[src/rtl/rtc_alarm_pkg.sv]
package rtc_alarm_pkg;

  // register byte offsets
  localparam int OFF_TIME_LO  = 'h00;
  localparam int OFF_TIME_HI  = 'h04;
  localparam int OFF_ALARM_LO = 'h08;
  localparam int OFF_ALARM_HI = 'h0C;
  localparam int OFF_ENABLE   = 'h10;
  localparam int OFF_DISARM   = 'h14;
  localparam int OFF_STATUS   = 'h18;
  localparam int OFF_ACK      = 'h1C;

  localparam int TIME_W = 64;
  localparam int WORD_W = 32;

  typedef enum logic [2:0] {
    SEL_ZERO,
    SEL_TIME_LO,
    SEL_TIME_HI,
    SEL_ALARM_LO,
    SEL_ALARM_HI,
    SEL_ENABLE,
    SEL_STATUS
  } rd_sel_e;

  typedef struct packed {
    logic    timeLoWr;
    logic    timeHiWr;
    logic    alarmLoWr;
    logic    alarmHiWr;
    logic    enableWr;
    logic    disarm;
    logic    ack;
    logic    rdEn;
    rd_sel_e rdSel;
  } strobe_t;

endpackage

[src/rtl/rtc_alarm_ctrl.sv]
module rtc_alarm_ctrl
  import rtc_alarm_pkg::*;
#(
  parameter int ADDR_W = 6
) (
  input  logic              busValid,
  input  logic              busWrite,
  input  logic [ADDR_W-1:0] busAddr,
  output strobe_t           strobes
);

  logic wrAcc;
  logic rdAcc;
  int   offs;

  assign wrAcc = busValid && busWrite;
  assign rdAcc = busValid && !busWrite;
  assign offs  = int'(busAddr);

  always_comb begin
    strobes           = '0;
    strobes.rdSel     = SEL_ZERO;
    strobes.rdEn      = rdAcc;
    strobes.timeLoWr  = wrAcc && (offs == OFF_TIME_LO);
    strobes.timeHiWr  = wrAcc && (offs == OFF_TIME_HI);
    strobes.alarmLoWr = wrAcc && (offs == OFF_ALARM_LO);
    strobes.alarmHiWr = wrAcc && (offs == OFF_ALARM_HI);
    strobes.enableWr  = wrAcc && (offs == OFF_ENABLE);
    strobes.disarm    = wrAcc && (offs == OFF_DISARM);
    strobes.ack       = wrAcc && (offs == OFF_ACK);
    if (rdAcc) begin
      case (offs)
        OFF_TIME_LO:  strobes.rdSel = SEL_TIME_LO;
        OFF_TIME_HI:  strobes.rdSel = SEL_TIME_HI;
        OFF_ALARM_LO: strobes.rdSel = SEL_ALARM_LO;
        OFF_ALARM_HI: strobes.rdSel = SEL_ALARM_HI;
        OFF_ENABLE:   strobes.rdSel = SEL_ENABLE;
        OFF_STATUS:   strobes.rdSel = SEL_STATUS;
        default:      strobes.rdSel = SEL_ZERO;
      endcase
    end
  end

endmodule

[src/rtl/rtc_alarm_dp.sv]
module rtc_alarm_dp
  import rtc_alarm_pkg::*;
#(
  parameter logic [TIME_W-1:0] NS_PER_CLK = 64'd10,
  parameter logic [TIME_W-1:0] TIME_RESET = 64'd0
) (
  input  logic              clk,
  input  logic              rst_n,
  input  strobe_t           strobes,
  input  logic [WORD_W-1:0] wdata,
  output logic [WORD_W-1:0] rdata,
  output logic              irqOut,
  output logic [TIME_W-1:0] timeCount,
  output logic [TIME_W-1:0] alarmVal,
  output logic              runFlag,
  output logic              pendFlag
);

  localparam int HALF = TIME_W / 2;

  logic [TIME_W-1:0] timeNext;
  logic [TIME_W-1:0] armVal;
  logic [HALF-1:0]   shadowHi;
  logic [WORD_W-1:0] rdMux;
  logic              enBit;
  logic              hitNow;
  logic              armDue;
  logic              runNext;
  logic              pendNext;

  // time update: one half replaced on a write, otherwise a step
  always_comb begin
    timeNext = timeCount + NS_PER_CLK;
    if (strobes.timeLoWr) timeNext = {timeCount[TIME_W-1:HALF], wdata};
    if (strobes.timeHiWr) timeNext = {wdata, timeCount[HALF-1:0]};
  end

  // alarm evaluation and flag updates
  assign armVal = {alarmVal[TIME_W-1:HALF], wdata};
  assign armDue = armVal <= timeCount;
  assign hitNow = runFlag && (timeCount >= alarmVal);

  always_comb begin
    runNext  = runFlag;
    pendNext = pendFlag;
    if (strobes.ack)    pendNext = 1'b0;
    if (hitNow) begin
      runNext  = 1'b0;
      pendNext = 1'b1;
    end
    if (strobes.disarm) runNext = 1'b0;
    if (strobes.alarmLoWr) begin
      if (armDue) begin
        runNext  = 1'b0;
        pendNext = 1'b1;
      end else begin
        runNext  = 1'b1;
      end
    end
  end

  always_comb begin
    case (strobes.rdSel)
      SEL_TIME_LO:  rdMux = timeCount[HALF-1:0];
      SEL_TIME_HI:  rdMux = shadowHi;
      SEL_ALARM_LO: rdMux = alarmVal[HALF-1:0];
      SEL_ALARM_HI: rdMux = alarmVal[TIME_W-1:HALF];
      SEL_ENABLE:   rdMux = {{(WORD_W-1){1'b0}}, enBit};
      SEL_STATUS:   rdMux = {{(WORD_W-1){1'b0}}, runFlag};
      default:      rdMux = '0;
    endcase
  end

  always_ff @(posedge clk or negedge rst_n) begin
    if (!rst_n) begin
      timeCount <= TIME_RESET;
      alarmVal  <= '0;
      runFlag   <= 1'b0;
      pendFlag  <= 1'b0;
      enBit     <= 1'b0;
      shadowHi  <= '0;
      rdata     <= '0;
    end else begin
      timeCount <= timeNext;
      runFlag   <= runNext;
      pendFlag  <= pendNext;
      if (strobes.alarmLoWr) alarmVal[HALF-1:0]      <= wdata;
      if (strobes.alarmHiWr) alarmVal[TIME_W-1:HALF] <= wdata;
      if (strobes.enableWr)  enBit <= wdata[0];
      if (strobes.rdEn) begin
        rdata <= rdMux;
        if (strobes.rdSel == SEL_TIME_LO) shadowHi <= timeCount[TIME_W-1:HALF];
      end
    end
  end

  assign irqOut = pendFlag & enBit;

endmodule

[src/rtl/rtc_alarm_timer.sv]
module rtc_alarm_timer
  import rtc_alarm_pkg::*;
#(
  parameter int                ADDR_W     = 6,
  parameter logic [63:0]       NS_PER_CLK = 64'd10,
  parameter logic [63:0]       TIME_RESET = 64'd0
) (
  input  logic              clk,
  input  logic              rst_n,
  input  logic              busValid,
  input  logic              busWrite,
  input  logic [ADDR_W-1:0] busAddr,
  input  logic [31:0]       busWdata,
  output logic [31:0]       busRdata,
  output logic              irqOut
);

  strobe_t           strobes;
  logic [TIME_W-1:0] timeCount;
  logic [TIME_W-1:0] alarmVal;
  logic              runFlag;
  logic              pendFlag;

  rtc_alarm_ctrl #(.ADDR_W(ADDR_W)) uCtrl (
    .busValid (busValid),
    .busWrite (busWrite),
    .busAddr  (busAddr),
    .strobes  (strobes)
  );

  rtc_alarm_dp #(.NS_PER_CLK(NS_PER_CLK), .TIME_RESET(TIME_RESET)) uDp (
    .clk       (clk),
    .rst_n     (rst_n),
    .strobes   (strobes),
    .wdata     (busWdata),
    .rdata     (busRdata),
    .irqOut    (irqOut),
    .timeCount (timeCount),
    .alarmVal  (alarmVal),
    .runFlag   (runFlag),
    .pendFlag  (pendFlag)
  );

endmodule

[config.mk]
export PLATFORM = sky130hd
export DESIGN_NAME = rtc_alarm_timer
export DESIGN_NICKNAME = d
export VERILOG_FILES = /design/src/rtl/rtc_alarm_pkg.sv /design/src/rtl/rtc_alarm_ctrl.sv /design/src/rtl/rtc_alarm_dp.sv /design/src/rtl/rtc_alarm_timer.sv
export SDC_FILE = /design/constraint.sdc
export NUM_CORES = 1
export LEC_CHECK = 0
export BUFFER_PORTS_ARGS = -buffer_cell sky130_fd_sc_hd__buf_4
export CELL_PAD_IN_SITES_DETAIL_PLACEMENT = 0
export CELL_PAD_IN_SITES_GLOBAL_PLACEMENT = 1
export CORE_MARGIN = 2
export CORE_UTILIZATION = 25
export DETAILED_ROUTE_END_ITERATION = 8
export PLACE_DENSITY = 0.47
export SLEW_MARGIN = 20
export SYNTH_ARGS = -nofsm -noshare
export SYNTH_HDL_FRONTEND = slang
export SYNTH_SLANG_ARGS = --single-unit
[constraint.sdc]
create_clock -name clk -period 6 [get_ports clk]
set_input_delay 0.6 -clock clk [delete_from_list [all_inputs] [get_ports clk]]
set_output_delay 0.6 -clock clk [all_outputs]
set_load 0.01 [all_outputs]
# Word-level counts from Yosys, hierarchy flattened
# Cells that the tools add are included.
# W data, S select, Z words.
[totals]
output_inout_bits = 33
wordCells = 59
input_bits = 42
register_bits = 195
[classes]
muxes = 13
order_cmp = 2
eq_ne = 18
bitwise_logic = 1
n_reduce_logical = 15
n_addsub = 1
[op_table]
columns = ["op", "count"]
rows = [
  ["$pmux W32 S6", 1],
  ["$mux W64", 2],
  ["$add A64 B4 Y64 const B", 1],
  ["$ge A64 B64 Y1", 1],
  ["$le A64 B64 Y1", 1],
  ["$logic_not A32 Y1", 2],
  ["$eq A6 B5 Y1 const B", 4],
  ["$eq A6 B4 Y1 const B", 3],
  ["$eq A6 B6 Y1 const B", 3],
  ["$pmux W3 S6", 1],
  ["$logic_and A1 B1 Y1", 10],
  ["$eq A3 B3 Y1 const B", 3],
  ["$mux W1", 8],
  ["$eq A3 B2 Y1 const B", 2],
  ["$eq A6 B3 Y1 const B", 1],
  ["$eq A3 B1 Y1 const B", 1],
  ["$mux W3", 1],
  ["$reduce_bool A3 Y1", 1],
  ["$ne A2 B2 Y1 const B", 1],
  ["$reduce_and A2 Y1", 1],
  ["$and A1 B1 Y1", 1],
  ["$logic_not A1 Y1", 1],
]

# Depth between registers and ports, before layout
[logic_depth]
word_depth = 6
mapped_depth = 11
mapped_depth_nobuf = 10

# Modules after synthesis
# Synthesis repeated with hierarchy kept, for this count alone.
[hier_totals]
cells_unflattened = 1368
hier_area_um2 = 12359.4
[by_module_without_submodules]
columns = ["mod", "instances", "area_each_um2", "seq_area_each_um2", "cells_per_inst"]
rows = [
  ["rtc_alarm_dp", 1, 12170.4, 4879.7, 1345],
  ["rtc_alarm_ctrl", 1, 188.9, 0.0, 23],
]

# Least setup slack after synthesis
# OpenSTA, ideal clock, no wires.
[synth_path]
path_type = "in2reg"
from = "in busAddr[3]"
to = "reg uDp.timeCount[36]"
arrival_time_ns = 2.478
setup_time_ns = 0.123
setup_slack_ns = 3.399
n_path_buf = 4
cell_stages = 10
required_ns = 5.877
cell_sequence = "or3_1 clkbuf_1 or3_1 clkbuf_1 nand2_1 clkbuf_1 clkbuf_1 nor2_1 a32oi_1 nand2_1"
[synth_via]
elab_chain_len = 3
word_cells_on_any_way = 6
classes_between = "2 x eq/ne; 1 x mux; 3 x reduce/logical"
[synth_rtl]
columns = ["element", "line_no", "rtl"]
rows = [
  ["start: declaration", "rtc_alarm_timer.sv:12", "input logic [ADDR_W-1:0] busAddr,"],
  ["$logic_not A32 Y1 / $eq A6 B4 Y1 (equally long branches)", "rtc_alarm_ctrl.sv:24, rtc_alarm_ctrl.sv:25", ""],
  ["$logic_and A1 B1 Y1 (on tied branches)", "rtc_alarm_ctrl.sv:24, rtc_alarm_ctrl.sv:25", ""],
  ["$ne A2 B2 Y1 (no source line) / $mux W64 (equally long branches)", "n/a", ""],
  ["end signal: assignment", "rtc_alarm_dp.sv:84", "timeCount <= timeNext;"],
  ["end: declaration", "rtc_alarm_dp.sv:13", "output logic [TIME_W-1:0] timeCount,"],
]
# Parallel ways exist; a longest one is shown, timed or not.
# A chain may end at the register's enable or synchronous reset.

# Final worst setup path
[layout_path]
from = "reg uDp.timeCount[1]"
to = "reg uDp.timeCount[63]"
[layout_via]
elab_chain_len = 3
[layout_rtl]
columns = ["element", "line_no", "rtl"]
rows = [
  ["$add A64 B4 Y64", "rtc_alarm_dp.sv:33", "timeNext = timeCount + NS_PER_CLK;"],
  ["$mux W64", "rtc_alarm_dp.sv:34", "if (strobes.timeLoWr) timeNext = {timeCount[TIME_W-1:HALF], wdata};"],
  ["$mux W64", "rtc_alarm_dp.sv:35", "if (strobes.timeHiWr) timeNext = {wdata, timeCount[HALF-1:0]};"],
]
# Every way passes these cells. The select of a mux whose other input is x is not followed.

==> flow_metrics.tcl <==
set metrics [dict create \
    die_height_um 227 \
    synth_area_leader_cell "dfrtp_1" \
    dp_slack_ns 2.48 \
    syn_inst 1390 \
    synth_area_mm2 0.0124 \
    grt_pass1_vias 11100 \
    cts_resized 0 \
    die_x_um 227 \
    max_freq_mhz 301 \
    crit_path_start_kind "flip-flop" \
    viasPerCell 5.00 \
    clk_pin_slew_worst_paths_ns 0.08 \
    setup_ws_ns 2.68 \
    synth_edf_count 0 \
    overflow 0 \
    power_density_mw_per_mm2 279 \
    drt_first_pass_iters 5 \
    status "completed" \
    ys_seq_area_share_pct 39.4 \
    cts.hold.buffers_added 0 \
    io_buffers 74 \
    coreArea_mm2 0.0490 \
    rows 81 \
    path_max_fanout 8 \
    numClockSinks 195 \
    rsz0062_at_grt "false" \
    hold_class "input pin to async pin" \
    setup_viol 0 \
    ys_top_cells_by_count "dfrtp_1, nand2_1, o21ai_0" \
    tritoncts "yes" \
    nets 1606 \
    nFillCells 5239 \
    tns_ns 0 \
    drv_cap 0 \
    ant_nets 0 \
    worstSetupPathType "flip-flop to flip-flop" \
    hold_viol_final 0 \
    start_util_pct 25.3 \
    ir_worst_vdd_v 0.000194 \
    yosys-top-cells-area "dfrtp_1, ha_1, mux2_2" \
    synth_top_area_share_pct 39.4 \
    synth.most_common_cell "dfrtp_1" \
    drv_slew 0 \
    rrSetupSlack_ns 2.68 \
    skew_ns 0.0125 \
    worstPathArrival_ns 3.76 \
    wirelength_um 46600 \
    io_pins 75 \
    place_hpwl_um 32900 \
    async_flop_share_pct 100 \
    synth_area_per_cell_um2 8.92 \
    grt_max_degree 103 \
    ys_warn_count 0 \
    ctsRootBufferMaster "clkbuf_16" \
    dieArea_mm2 0.0514 \
    maxSlewHeadroom_pct 28.5 \
    clkLatencyLatePin_ns 0.51 \
    num_vias 10600 \
    yosys_most_used_dff "dfrtp_1" \
    htreeDepth 4 \
    synthesis.nets 1561 \
    antenna_found_initial 0 \
    drc_errors 0 \
    fin_crit_ns 3.32 \
    post-route-period-util_pct 55.3 \
    diodes 0 \
    clockBufferDepth 2 \
    grt_pass1_wl_um 71400 \
    initialDrtViolationCount 690 \
    wire_per_inst_um 22.1 \
    cts_setup_buffers 0 \
    tightest_slew_ns 1.07 \
    syn_to_final_growth_pct 16.0 \
    grt_util_all_layers_pct 18.9 \
    cts_buffers 17 \
    synth_cell_type_count 52 \
    place_congestion 0.788 \
    synth_seq_cells 195 \
    critPathCaptureType "flip-flop" \
    critPathRequiredTime_ns 6.44 \
    drive_above_1_share_pct 14.3 \
    p_leak_uw 0.00656 \
]
[worst max-delay path, stage by stage (launching register included)]
cell and delay [ns]:
dfrtp_1 0.48, ha_1 0.28, o2111ai_1 0.31, nor3_1 0.60, and4_1 0.56, and4_1 0.44, nand4_1 0.16, or3_1 0.32
nand3_1 0.09
[report_power, final]
group | internal (uW) | total [uW] | switching [uW]
sequential | 1480 | 1720 | 238
combinational | 403 | 978 | 575
clock | 726 | 1310 | 587
total | 2610 | 4010 | 1400
[metal layers]
layer | track usage (%) | vias up | part of all wire (%)
met5 | 0 | - | 0
met4 | 4.97 | 0 | 1.5
met3 | 3.36 | 35 | 2.7
met2 | 31.4 | 140 | 48
met1 | 25.2 | 5286 | 48
li1 | - | 5103 | -
[stage by stage]
| step | util, % | instance area [um2] | cells | hold WS, ns | power (uW) |
|---|---|---|---|---|---|
| after floorplan | - | 12400 | 1390 | 0.304 | 2290 |
| after global placement | 28.0 | 13700 | 2079 | 0.485 | 2720 |
| after detailed placement | 28.1 | 13800 | 2080 | 0.490 | 2730 |
| after CTS | 29.4 | 14400 | 2111 | 0.191 | 4070 |
| after global routing | 29.4 | 14400 | 2111 | 0.216 | 4280 |
| final | 29.4 | 14400 | 2111 | 0.165 | 4010 |
[final cells by class]
type | count | area, um2 | share of cell area (%)
Sequential cell | 195 | 4880 | 33.9
Clock inverter | 10 | 154 | 1.07
Tap cell | 664 | 831 | 5.78
Clock buffer | 21 | 470 | 3.27
Multi-Input combinational cell | 999 | 6840 | 47.6
Timing Repair Buffer | 92 | 718 | 4.99
Inverter | 130 | 488 | 3.39
[worst paths after layout]
check                                     to             start  cells past startpoint
hold reg to reg                uDp.rdata[14]  uDp.alarmVal[14]                      1
hold / removal              uDp.shadowHi[29]             rst_n                      1
min in group clk            uDp.alarmVal[32]       busWdata[0]                      3
max in group asynchronous   uDp.alarmVal[11]             rst_n                      2
setup reg to reg           uDp.timeCount[63]  uDp.timeCount[1]                      8
setup / recovery           uDp.timeCount[63]  uDp.timeCount[1]                      8
[cells by family after synthesis]
family	count (synthesis)	synth area share [%]
compound gates	408	20.8
buf+inv	196	5.96
mux	66	5.99
fa+ha+maj	129	13.0
flops	195	39.4
simple gates	396	14.8
[flip-flops by register name (all words and copies together) (netlist names), named ones only]
name           count
uDp.rdata         32
uDp.runFlag        1
uDp.shadowHi      32
uDp.pendFlag       1
uDp.enBit          1
uDp.timeCount     63
uDp.alarmVal      64
[cells in the final DEF (no fill, tap or decap), types with 4 or more instances in the layout]
cell and count:
o311ai_0 7, nor4_1 16, a221o_1 44, nor2_4 4, nand4_1 23, nor2_1 70
ha_1 129, a21oi_1 100, nor2b_1 4, o211ai_1 9, inv_1 130, nand2_1 164
or3_1 7, a22oi_1 35, a31oi_1 15, buf_4 90, and3_1 11, a32oi_1 10
mux2_2 65, nor3_1 27, a21o_1 16, and4_1 4, clkbuf_16 17, nor3_2 4
clkinv_2 5, bufinv_16 4, o21ai_0 145, nand3_1 44, a211o_1 5, dfrtp_1 195
No activity file was read; power rests on OpenSTA's default activity.
